$ cat config.mk
export PLATFORM = sky130hd
export DESIGN_NAME = gpx_i2c_target
export DESIGN_NICKNAME = d
export VERILOG_FILES = /design/src/rtl/gpx_pkg.sv /design/src/rtl/gpx_line_sync.sv /design/src/rtl/gpx_bus_cond.sv /design/src/rtl/gpx_i2c_target.sv
export SDC_FILE = /design/constraint.sdc
export NUM_CORES = 1
export LEC_CHECK = 0
export BUFFER_PORTS_ARGS = -buffer_cell sky130_fd_sc_hd__buf_4
export CORE_AREA = 3 3 69 71
export DETAILED_ROUTE_END_ITERATION = 10
export DIE_AREA = 0 0 72 74
export HOLD_SLACK_MARGIN = 0.1
export PLACE_DENSITY = 0.68
export SKIP_LAST_GASP = 1
export SYNTH_ARGS = -nofsm -noshare
export SYNTH_HDL_FRONTEND = slang
export SYNTH_SLANG_ARGS = --single-unit
$ cat constraint.sdc
create_clock -name clk -period 2.45 [get_ports clk]
set_input_delay 0.1225 -clock clk [delete_from_list [all_inputs] [get_ports clk]]
set_output_delay 0.1225 -clock clk [all_outputs]
set_load 0.01 [all_outputs]
$ cat src/rtl/gpx_pkg.sv
package gpx_pkg;

    localparam int DW    = 8;
    localparam int PTR_W = 3;
    localparam int CNT_W = $clog2(DW + 1);

    typedef enum logic [3:0] {
        ST_IDLE,
        ST_ADDR,
        ST_ADDR_ACK,
        ST_CMD,
        ST_CMD_ACK,
        ST_WDATA,
        ST_WDATA_ACK,
        ST_RDATA,
        ST_RDATA_ACK
    } xfer_state_e;

    typedef struct packed {
        logic level;
        logic rise;
        logic fall;
    } line_ev_t;

    // Index 0 and 1 are the input pair and cannot be written
    function automatic logic idx_writable(input logic [PTR_W-1:0] idx);
        return idx[PTR_W-1:1] != '0;
    endfunction

    function automatic logic addr_hit(input logic [6:0] rx_addr,
                                      input logic [3:0] fixed_part,
                                      input logic [2:0] strap);
        return rx_addr == {fixed_part, strap};
    endfunction

endpackage

$ cat src/rtl/gpx_line_sync.sv
module gpx_line_sync
    import gpx_pkg::*;
#(
    parameter int STAGES = 2
) (
    input  logic     clk,
    input  logic     rst,
    input  logic     line_i,
    output line_ev_t ev_o
);
    logic [STAGES-1:0] chain;
    logic              prev;

    always_ff @(posedge clk) begin
        if (rst) begin
            chain <= '1;
            prev  <= 1'b1;
        end else begin
            chain <= {chain[STAGES-2:0], line_i};
            prev  <= chain[STAGES-1];
        end
    end

    always_comb begin
        ev_o.level = chain[STAGES-1];
        ev_o.rise  = chain[STAGES-1] & ~prev;
        ev_o.fall  = ~chain[STAGES-1] & prev;
    end
endmodule

$ cat src/rtl/gpx_bus_cond.sv
module gpx_bus_cond (
    input  logic scl_level,
    input  logic sda_rise,
    input  logic sda_fall,
    output logic start_o,
    output logic stop_o
);
    // SDA moving while SCL stays high marks a bus condition
    always_comb begin
        start_o = scl_level & sda_fall;
        stop_o  = scl_level & sda_rise;
    end
endmodule

$ cat src/rtl/gpx_i2c_target.sv
module gpx_i2c_target
    import gpx_pkg::*;
#(
    parameter int         SYNC_STAGES = 2,
    parameter logic [3:0] FIXED_ADDR  = 4'b0100
) (
    input  logic             clk,
    input  logic             rst,
    input  logic             scl_i,
    input  logic             sda_i,
    input  logic [2:0]       strap_i,
    output logic             sda_oe_o,
    output logic [PTR_W-1:0] reg_idx_o,
    output logic             reg_wr_o,
    output logic [DW-1:0]    reg_wdata_o,
    output logic             reg_rd_o,
    input  logic [DW-1:0]    reg_rdata_i
);
    localparam logic [CNT_W-1:0] FULL = CNT_W'(DW);
    localparam logic [CNT_W-1:0] LAST = CNT_W'(DW - 1);

    line_ev_t scl_ev, sda_ev;
    logic     start_c, stop_c;

    gpx_line_sync #(.STAGES(SYNC_STAGES)) u_scl_sync (
        .clk(clk), .rst(rst), .line_i(scl_i), .ev_o(scl_ev)
    );
    gpx_line_sync #(.STAGES(SYNC_STAGES)) u_sda_sync (
        .clk(clk), .rst(rst), .line_i(sda_i), .ev_o(sda_ev)
    );
    gpx_bus_cond u_cond (
        .scl_level(scl_ev.level), .sda_rise(sda_ev.rise),
        .sda_fall(sda_ev.fall), .start_o(start_c), .stop_o(stop_c)
    );

    xfer_state_e      state;
    logic [CNT_W-1:0] bit_cnt;
    logic [DW-1:0]    shreg;
    logic [PTR_W-1:0] ptr;
    logic [PTR_W-1:0] idx_q;
    logic [DW-1:0]    wdata_q;
    logic             wr_q, rd_q, load_pend, rnw, master_ack;
    logic             rx_phase, rx_bit, rx_done;

    always_comb begin
        rx_phase = (state == ST_ADDR) || (state == ST_CMD) || (state == ST_WDATA);
        rx_bit   = rx_phase && scl_ev.rise && (bit_cnt != FULL);
        rx_done  = rx_phase && scl_ev.fall && (bit_cnt == FULL);
    end

    always_ff @(posedge clk) begin
        if (rst) begin
            state      <= ST_IDLE;
            bit_cnt    <= '0;
            shreg      <= '0;
            ptr        <= '0;
            idx_q      <= '0;
            wdata_q    <= '0;
            wr_q       <= 1'b0;
            rd_q       <= 1'b0;
            load_pend  <= 1'b0;
            rnw        <= 1'b0;
            master_ack <= 1'b0;
        end else begin
            wr_q <= 1'b0;
            rd_q <= 1'b0;
            if (load_pend) begin
                shreg     <= reg_rdata_i;
                load_pend <= 1'b0;
            end
            if (stop_c) begin
                state     <= ST_IDLE;
                load_pend <= 1'b0;
            end else if (start_c) begin
                state     <= ST_ADDR;
                bit_cnt   <= '0;
                load_pend <= 1'b0;
            end else if (rx_bit) begin
                shreg   <= {shreg[DW-2:0], sda_ev.level};
                bit_cnt <= bit_cnt + 1'b1;
            end else if (rx_done) begin
                bit_cnt <= '0;
                unique case (state)
                    ST_ADDR: begin
                        if (addr_hit(shreg[DW-1:1], FIXED_ADDR, strap_i)) begin
                            rnw   <= shreg[0];
                            state <= ST_ADDR_ACK;
                        end else begin
                            state <= ST_IDLE;
                        end
                    end
                    ST_CMD: begin
                        ptr   <= shreg[PTR_W-1:0];
                        state <= ST_CMD_ACK;
                    end
                    default: begin
                        wr_q    <= idx_writable(ptr);
                        idx_q   <= ptr;
                        wdata_q <= shreg;
                        ptr[0]  <= ~ptr[0];
                        state   <= ST_WDATA_ACK;
                    end
                endcase
            end else begin
                unique case (state)
                    ST_ADDR_ACK: if (scl_ev.fall) begin
                        bit_cnt <= '0;
                        if (rnw) begin
                            state     <= ST_RDATA;
                            rd_q      <= 1'b1;
                            idx_q     <= ptr;
                            load_pend <= 1'b1;
                        end else begin
                            state <= ST_CMD;
                        end
                    end
                    ST_CMD_ACK, ST_WDATA_ACK: if (scl_ev.fall) begin
                        bit_cnt <= '0;
                        state   <= ST_WDATA;
                    end
                    ST_RDATA: if (scl_ev.fall) begin
                        shreg   <= {shreg[DW-2:0], 1'b0};
                        bit_cnt <= bit_cnt + 1'b1;
                        if (bit_cnt == LAST) begin
                            ptr[0] <= ~ptr[0];
                            state  <= ST_RDATA_ACK;
                        end
                    end
                    ST_RDATA_ACK: begin
                        if (scl_ev.rise) master_ack <= ~sda_ev.level;
                        if (scl_ev.fall) begin
                            bit_cnt <= '0;
                            if (master_ack) begin
                                state     <= ST_RDATA;
                                rd_q      <= 1'b1;
                                idx_q     <= ptr;
                                load_pend <= 1'b1;
                            end else begin
                                state <= ST_IDLE;
                            end
                        end
                    end
                    default: ;
                endcase
            end
        end
    end

    always_comb begin
        unique case (state)
            ST_ADDR_ACK, ST_CMD_ACK, ST_WDATA_ACK: sda_oe_o = 1'b1;
            ST_RDATA:                              sda_oe_o = ~load_pend & ~shreg[DW-1];
            default:                               sda_oe_o = 1'b0;
        endcase
    end

    assign reg_idx_o   = idx_q;
    assign reg_wr_o    = wr_q;
    assign reg_wdata_o = wdata_q;
    assign reg_rd_o    = rd_q;

endmodule

==> results of run 1 <==
==> area by class of cell <==
type / count / area, um^2
Multi-Input combinational cell: 179 / 1160
Fill cell: 403 / 1860
Clock buffer: 7 / 86.3
Tap cell: 52 / 65.1
Sequential cell: 40 / 801
Clock inverter: 1 / 7.51
Timing Repair Buffer: 37 / 283
Inverter: 7 / 26.3
==> cells in the final DEF, fill, tap and decap left out, types with 3 or more instances in the layout <==
cell type   n
nand4b_1    3
mux2i_1    21
nor2b_1     4
o21ai_0     6
buf_4      35
nor3_1      8
nand2_1    20
a211oi_1    8
dfxtp_1    40
a31oi_1     4
clkbuf_8    6
or2_2       7
nor2_1     24
inv_1       6
a21oi_1    17
nand3_1    13
==> worst max-delay path, delay by kind of cell, from the launching register on <==
kind            cells  cell delay (ns)
simple gates        2             0.93
compound gates      4             0.72
flops               1             0.45
==> worst paths after layout <==
kind                                          start                  end  slack, ns  cells after the start
worst max-delay path                       state[2]           bit_cnt[3]       0.27                      6
worst min-delay path                 reg_rdata_i[2]             shreg[2]       0.19                      3
worst max register to register             state[2]           bit_cnt[3]       0.27                      6
worst min register to register  u_sda_sync.chain[0]  u_sda_sync.chain[1]       0.41                      1
==> state kept, by name (all words and copies together) (netlist names), 2 cells and up <==
register / flops
bit_cnt: 4
ptr: 3
u_scl_sync.chain: 2
u_sda_sync.chain: 2
state: 4
shreg: 8
reg_idx_o: 3
reg_wdata_o: 8
==> per-layer routing <==
layer | routed length (um) | up-vias
met3 | 183 | 7
met4 | 72 | 0
li1 | - | 923
met5 | 0 | -
met1 | 2260 | 832
met2 | 2170 | 32
==> power by group <==
part	leakage, uW	total, uW	internal [uW]	switching (uW)
sequential	0.000324	677	661	15.8
clock	0.0000445	456	229	227
combinational	0.000522	84.1	40.7	43.4
==> cells by family after synthesis <==
kind of cell,Yosys count
multiplexers,21
AO/OA/AOI/OAI,50
adder cells (fa/ha/maj),2
XOR/XNOR,3
buffers and inverters,21
AND/OR/NAND/NOR,103
flip-flops,40
==> what timing repair did <==
action                                 CTS  global route
endpoints found under the hold margin    2             0
hold buffers                             2             0
buffers inserted                         0             0
==> metrics by stage <==
stage | instances | area [um^2]
3_3_place_gp | 313 | 2320
2_1_floorplan | 240 | 2050
5_1_grt | 323 | 2430
3_5_place_dp | 313 | 2320
4_1_cts | 323 | 2430
6_report | 323 | 2430
==> results.cfg, run 1 <==
[outcome]
outcome = finished clean

[drt]
remaining_routing_drc_violations = 0
via_count = 1794
dr.first_iter.drc_count = 130
post_drt_via_cell_ratio = 5.55
drt_first_pass_iters = 4
drtAntennaViolNets = 0
routed_wl_um = 4690
drt-wirelength-per-cell_um = 14.5

[clock_tree]
tritoncts = built
cts_buffer_depth = 2
clkSinkCount = 40
clk_root_buffer_cell = clkbuf_8
worst_setup_hold_path_clk_slew_ns = 0.08
cts-resized-gates = 0
clk_latency_ns = 0.29
inserted_clock_buffers = 5
cts-htree-levels = 2

[logic_synthesis]
synth.cell_area_um2 = 2050
synthXorXnorAreaFrac_pct = 1.28
post_synth_mux_area_share_pct = 10.2
synth_seq_area_share_pct = 39.0
synth.most_common_cell = dfxtp_1
count_of_unique_library_cells_instantiated_by_yosys = 53
post_synth_inst_count = 240
register_bit_count_reported_by_yosys = 40
combinational_family_with_the_most_area_after_synthesis = simple AND/OR/NAND/NOR gates
synth-edff-count = 0
synthDominantCellAreaShare_pct = 39.0
postSynthAreaPerCell_um2 = 8.56
synth.net_count = 257
synth.yosys.warnings = 0
synth.largest_area_cell = dfxtp_1
synth-main-ff-cell = dfxtp_1
synth_adder_area_share_pct = 1.22
post_synth_most_frequent_cells = dfxtp_1 (40), nor2_1 (24), mux2i_1 (21)
netlist_top_cells_area = dfxtp_1 (39%), mux2i_1 (10%), nor2_1 (4.4%)
yosys.area_share.simple_pct = 28.0
async_reset_ff_share_pct = 0
compound_gate_fraction_of_synth_area_pct = 15.9

[power_and_ir_drop]
power.ir.vdd_worst_v = 0.000405
p_leak_uw = 0.000890
total_power_uw = 1220
power_density_over_cell_area_nw_per_um2 = 501

[placement]
hpwl_um = 3380
port_buffers = 28
dpl_worst_slack_ns = 0.315
gp_congestion = 0.903

[timing]
fin_crit_sh_pct = 88.8
final-setup-viol-count = 0
drv_slew = 0
maxClockFrequency_mhz = 459
worstMarginPinSlew_ns = 0.641
totalNegativeSetupSlack_ns = 0
fin_hold_viols = 0
grt_setup_unrepaired = no
timing.hold.ws_ns = 0.192
worst_slack_ns = 0.273
worst_clock_skew_ns = 0.00227
slew-limit-headroom_pct = 57.3
layout_min_cycle_time_ns = 2.18

[floorplan]
die_height_um = 74
dieWidth_um = 72
io-pin-count = 29
floorplan.initialDensity_pct = 47.8
dieArea_um2 = 5330
fp-row-count = 24
coreArea_um2 = 4290

[setup_path]
worst_path_largest_cell_delay_ns = 0.49
critical-path-slowest-cell = nor4b_4
timing.critical_path.from_type = register
worst_ep_required_time_ns = 2.67
critPathKind = register to register
arrival_ns = 2.40
critPathCaptureType = register
worstPathMaxFanout = 13
path_cells = nor4b_4 -> a31oi_1 -> o311ai_2 -> o21ai_1 -> or4_1 -> a21oi_1

[cells_and_area]
final_util_pct = 56.6
finish.net_count = 287
final_layout_size_suffix_gt1_share_pct = 21.0
area.growth.synth_to_final_pct = 18.4
antennaDiodeCount = 0

[global_routing]
grt_util_met2_pct = 30.4
grt_usage_pct = 19.1
grt_most_used_layer = met2
met1_grt_util_pct = 26.1
global_route.usage.met3_pct = 3.92
grt.overflow.total = 0
initial_antenna_violation_count = 0
first_pass_grt_wire_length_um = 7980
grt_start_max_net_pins = 37
vias_in_the_first_global_route = 1609

[hold_path]
hold_path.class = primary input to register

[job]
max_cap_violations = 0
Note: power is estimated with default switching activity, not from simulation.
==> run 2, diff against run 1 <==
--- a/config.mk
+++ b/config.mk
@@ -5,12 +5,13 @@
 export SDC_FILE = /design/constraint.sdc
 export NUM_CORES = 1
 export LEC_CHECK = 0
+export ABC_AREA = 1
 export BUFFER_PORTS_ARGS = -buffer_cell sky130_fd_sc_hd__buf_4
-export CORE_AREA = 3 3 69 71
+export CORE_AREA = 3 3 70 72
 export DETAILED_ROUTE_END_ITERATION = 10
-export DIE_AREA = 0 0 72 74
+export DIE_AREA = 0 0 73 75
 export HOLD_SLACK_MARGIN = 0.1
-export PLACE_DENSITY = 0.68
+export PLACE_DENSITY = 0.67
 export SKIP_LAST_GASP = 1
 export SYNTH_ARGS = -nofsm -noshare
 export SYNTH_HDL_FRONTEND = slang
==> run 2 against run 1 <==
Against the previous run:
- final area up 0.98%
- wire length is 6.0% higher
- die area grew 2.8%
- setup slack improved by 0.18 ns
- synthesized area grew 0.91%
- sequential power rose by 1%
- register-to-register slack improved by 0.18 ns
- largest cell class unchanged
- highest routed layer unchanged
- clock skew rose by 0.0028 ns
- worst hold slack got worse by 0.062 ns
- synthesized cell count grew 25%
- sequential cell count is the same
- sequential share of layout area fell by 0.32 points
==> results.cfg, run 2 <==
[hold_path]
hold_path.startpoint = rst
hold_path_depth = 2
hold_end = bit_cnt[3]
hold_path.class = primary input to register

[logic_synthesis]
synth.cell_area_um2 = 2070
postSynthAreaPerCell_um2 = 6.91
synth.largest_area_cell = dfxtp_1
synthDominantCellAreaShare_pct = 38.6
synth-edff-count = 0
post_synth_inst_count = 300
synth.net_count = 317
synth.yosys.warnings = 0
synth.most_common_cell = nand2_1
count_of_unique_library_cells_instantiated_by_yosys = 36
async_reset_ff_share_pct = 0
netlist_top_cells_area = dfxtp_1 (39%), nand2_1 (12%), a21oi_1 (7.7%)
post_synth_most_frequent_cells = nand2_1 (65), dfxtp_1 (40), inv_1 (40)
synth-main-ff-cell = dfxtp_1
register_bit_count_reported_by_yosys = 40
synth_seq_area_share_pct = 38.6

[cells_and_area]
commonest_non_fill_non_tap_cell_in_the_layout = nand2_1
area.growth.synth_to_final_pct = 18.5
final_cell_mix = nand2_1 (65), inv_1 (40), dfxtp_1 (40)
antennaDiodeCount = 0
finish.net_count = 346
final_layout_size_suffix_gt1_share_pct = 18.8

[power_and_ir_drop]
power_density_over_cell_area_nw_per_um2 = 609
p_leak_uw = 0.00106
total_power_uw = 1490
power.ir.vdd_worst_v = 0.000444

[setup_path]
path_cells = nor2_2 -> nand2_1 -> nand2_2 -> nand3_2 -> inv_1 -> nand3_2 -> o21ai_0 -> a21oi_1
worstReg2RegStart = state[2]
ff2ff_setup_slack_ns = 0.45
critical-path-slowest-cell = dfxtp_1
critPathCaptureType = register
critPathKind = register to register
crit_family = simple AND/OR/NAND/NOR gates
most_prevalent_standard_cell_on_the_critical_path = nand3_2
timing.critical_path.from_type = register
worst_path_largest_cell_delay_ns = 0.36
arrival_ns = 2.17
r2r.worst_path.cells = 8
regToRegEndpoint = reg_wdata_o[7]
worst_ep_required_time_ns = 2.62
worstPathMaxFanout = 16
crit_path_buffers_inverters = 1

[global_routing]
grt_start_max_net_pins = 21
first_pass_grt_wire_length_um = 8580
grt_usage_pct = 20.0
grt.overflow.total = 0
initial_antenna_violation_count = 0
vias_in_the_first_global_route = 1831

[drt]
remaining_routing_drc_violations = 0
drt_first_pass_iters = 4
met3_wirelength_um = 259
drtAntennaViolNets = 0
routed_wl_um = 4970
detailroute.wirelength.met2_um = 2250
dr.first_iter.drc_count = 167
drt-wirelength-per-cell_um = 13.0
top_layer = met4
met1Wirelength_um = 2380
via_count = 1999
post_drt_via_cell_ratio = 5.23

[placement]
hpwl_um = 3840
gp_congestion = 0.877
port_buffers = 28

[clock_tree]
cts_buffer_depth = 2
clkSinkCount = 40
cts-htree-levels = 2
cts.repair_timing.setup_buffer_count = 0
clk_latency_ns = 0.29
inserted_clock_buffers = 5
worst_setup_hold_path_clk_slew_ns = 0.08
tritoncts = built
clk_root_buffer_cell = clkbuf_8

[floorplan]
floorplan.initialDensity_pct = 47.6
io-pin-count = 29
fp-row-count = 24
coreArea_um2 = 4350
die_height_um = 75
dieArea_um2 = 5480
dieWidth_um = 73

[outcome]
outcome = finished clean

[timing]
fin_hold_viols = 0
grt_setup_unrepaired = no
drv_slew = 0
slew-limit-headroom_pct = 62.0
totalNegativeSetupSlack_ns = 0
worstMarginPinSlew_ns = 0.569
fin_crit_sh_pct = 81.5
maxClockFrequency_mhz = 501
worst_clock_skew_ns = 0.00507
layout_min_cycle_time_ns = 2.00
timing.hold.ws_ns = 0.129
final-setup-viol-count = 0

[job]
max_cap_violations = 0
[run 2: worst register-to-register path, stage by stage, from the launching register on]
cell,delay [ns]
dfxtp_1,0.36
nor2_2,0.23
nand2_1,0.15
nand2_2,0.16
nand3_2,0.26
inv_1,0.17
nand3_2,0.24
o21ai_0,0.26
a21oi_1,0.06
[run 2: cell type report]
type	instances	area (um^2)
fill	426	1900
multi-input combinational	208	1060
sequential	40	801
timing repair buffer	31	238
inverter	43	161
clock buffer	7	96.3
tap	52	65.1
clock inverter	1	30.0
[run 2: power breakdown]
group | total (uW) | switching, uW | internal (uW)
clock | 586 | 227 | 359
combinational | 224 | 140 | 84.4
sequential | 684 | 20.1 | 664
total | 1490 | 386 | 1110
[run 2: cells by family (layout without fill, tap and decap cells)]
kind of cell,Yosys count,after routing,synth area share (%)
adder cells (fa/ha/maj),2,2,1.21
AO/OA/AOI/OAI,64,64,17.9
flip-flops,40,40,38.6
XOR/XNOR,1,1,0.423
multiplexers,1,1,0.543
buffers and inverters,52,82,10.0
AND/OR/NAND/NOR,140,140,31.2
[run 2: per-layer routing]
metal	vias up	global-route usage, %
li1	1035	-
met1	904	27.6
met2	49	31.4
met3	11	4.67
met4	0	5.74
met5	-	0
[run 2: what timing repair did]
| item | 4_1_cts | 5_1_grt |
|---|---|---|
| hold buffers | 2 | 0 |
| setup endpoints to repair | 0 | 0 |
| resized for setup | 0 | 0 |
| endpoints found under the hold margin | 2 | 0 |
[run 2: worst max path at each step]
stage	from	endpoint	slack [ns]	cells after the start
3_5_place_dp	state[2]	reg_wdata_o[7]	0.48	8
6_report	state[2]	reg_wdata_o[7]	0.45	8
2_1_floorplan	bit_cnt[0]	bit_cnt[3]	0.87	10
4_1_cts	state[2]	reg_wdata_o[7]	0.47	8
5_1_grt	state[2]	reg_wdata_o[4]	0.21	8
3_3_place_gp	state[2]	reg_wdata_o[4]	0.53	8
[run 2: stage by stage]
step / std cells / setup WS, ns / instance area, um^2 / utilization, %
after global routing: 382 / 0.208 / 2450 / 56.4
final: 382 / 0.454 / 2450 / 56.4
after detailed placement: 372 / 0.483 / 2310 / 53.0
after floorplan: 300 / 0.868 / 2070 / -
after global placement: 372 / 0.529 / 2310 / 53.0
after CTS: 382 / 0.467 / 2450 / 56.4
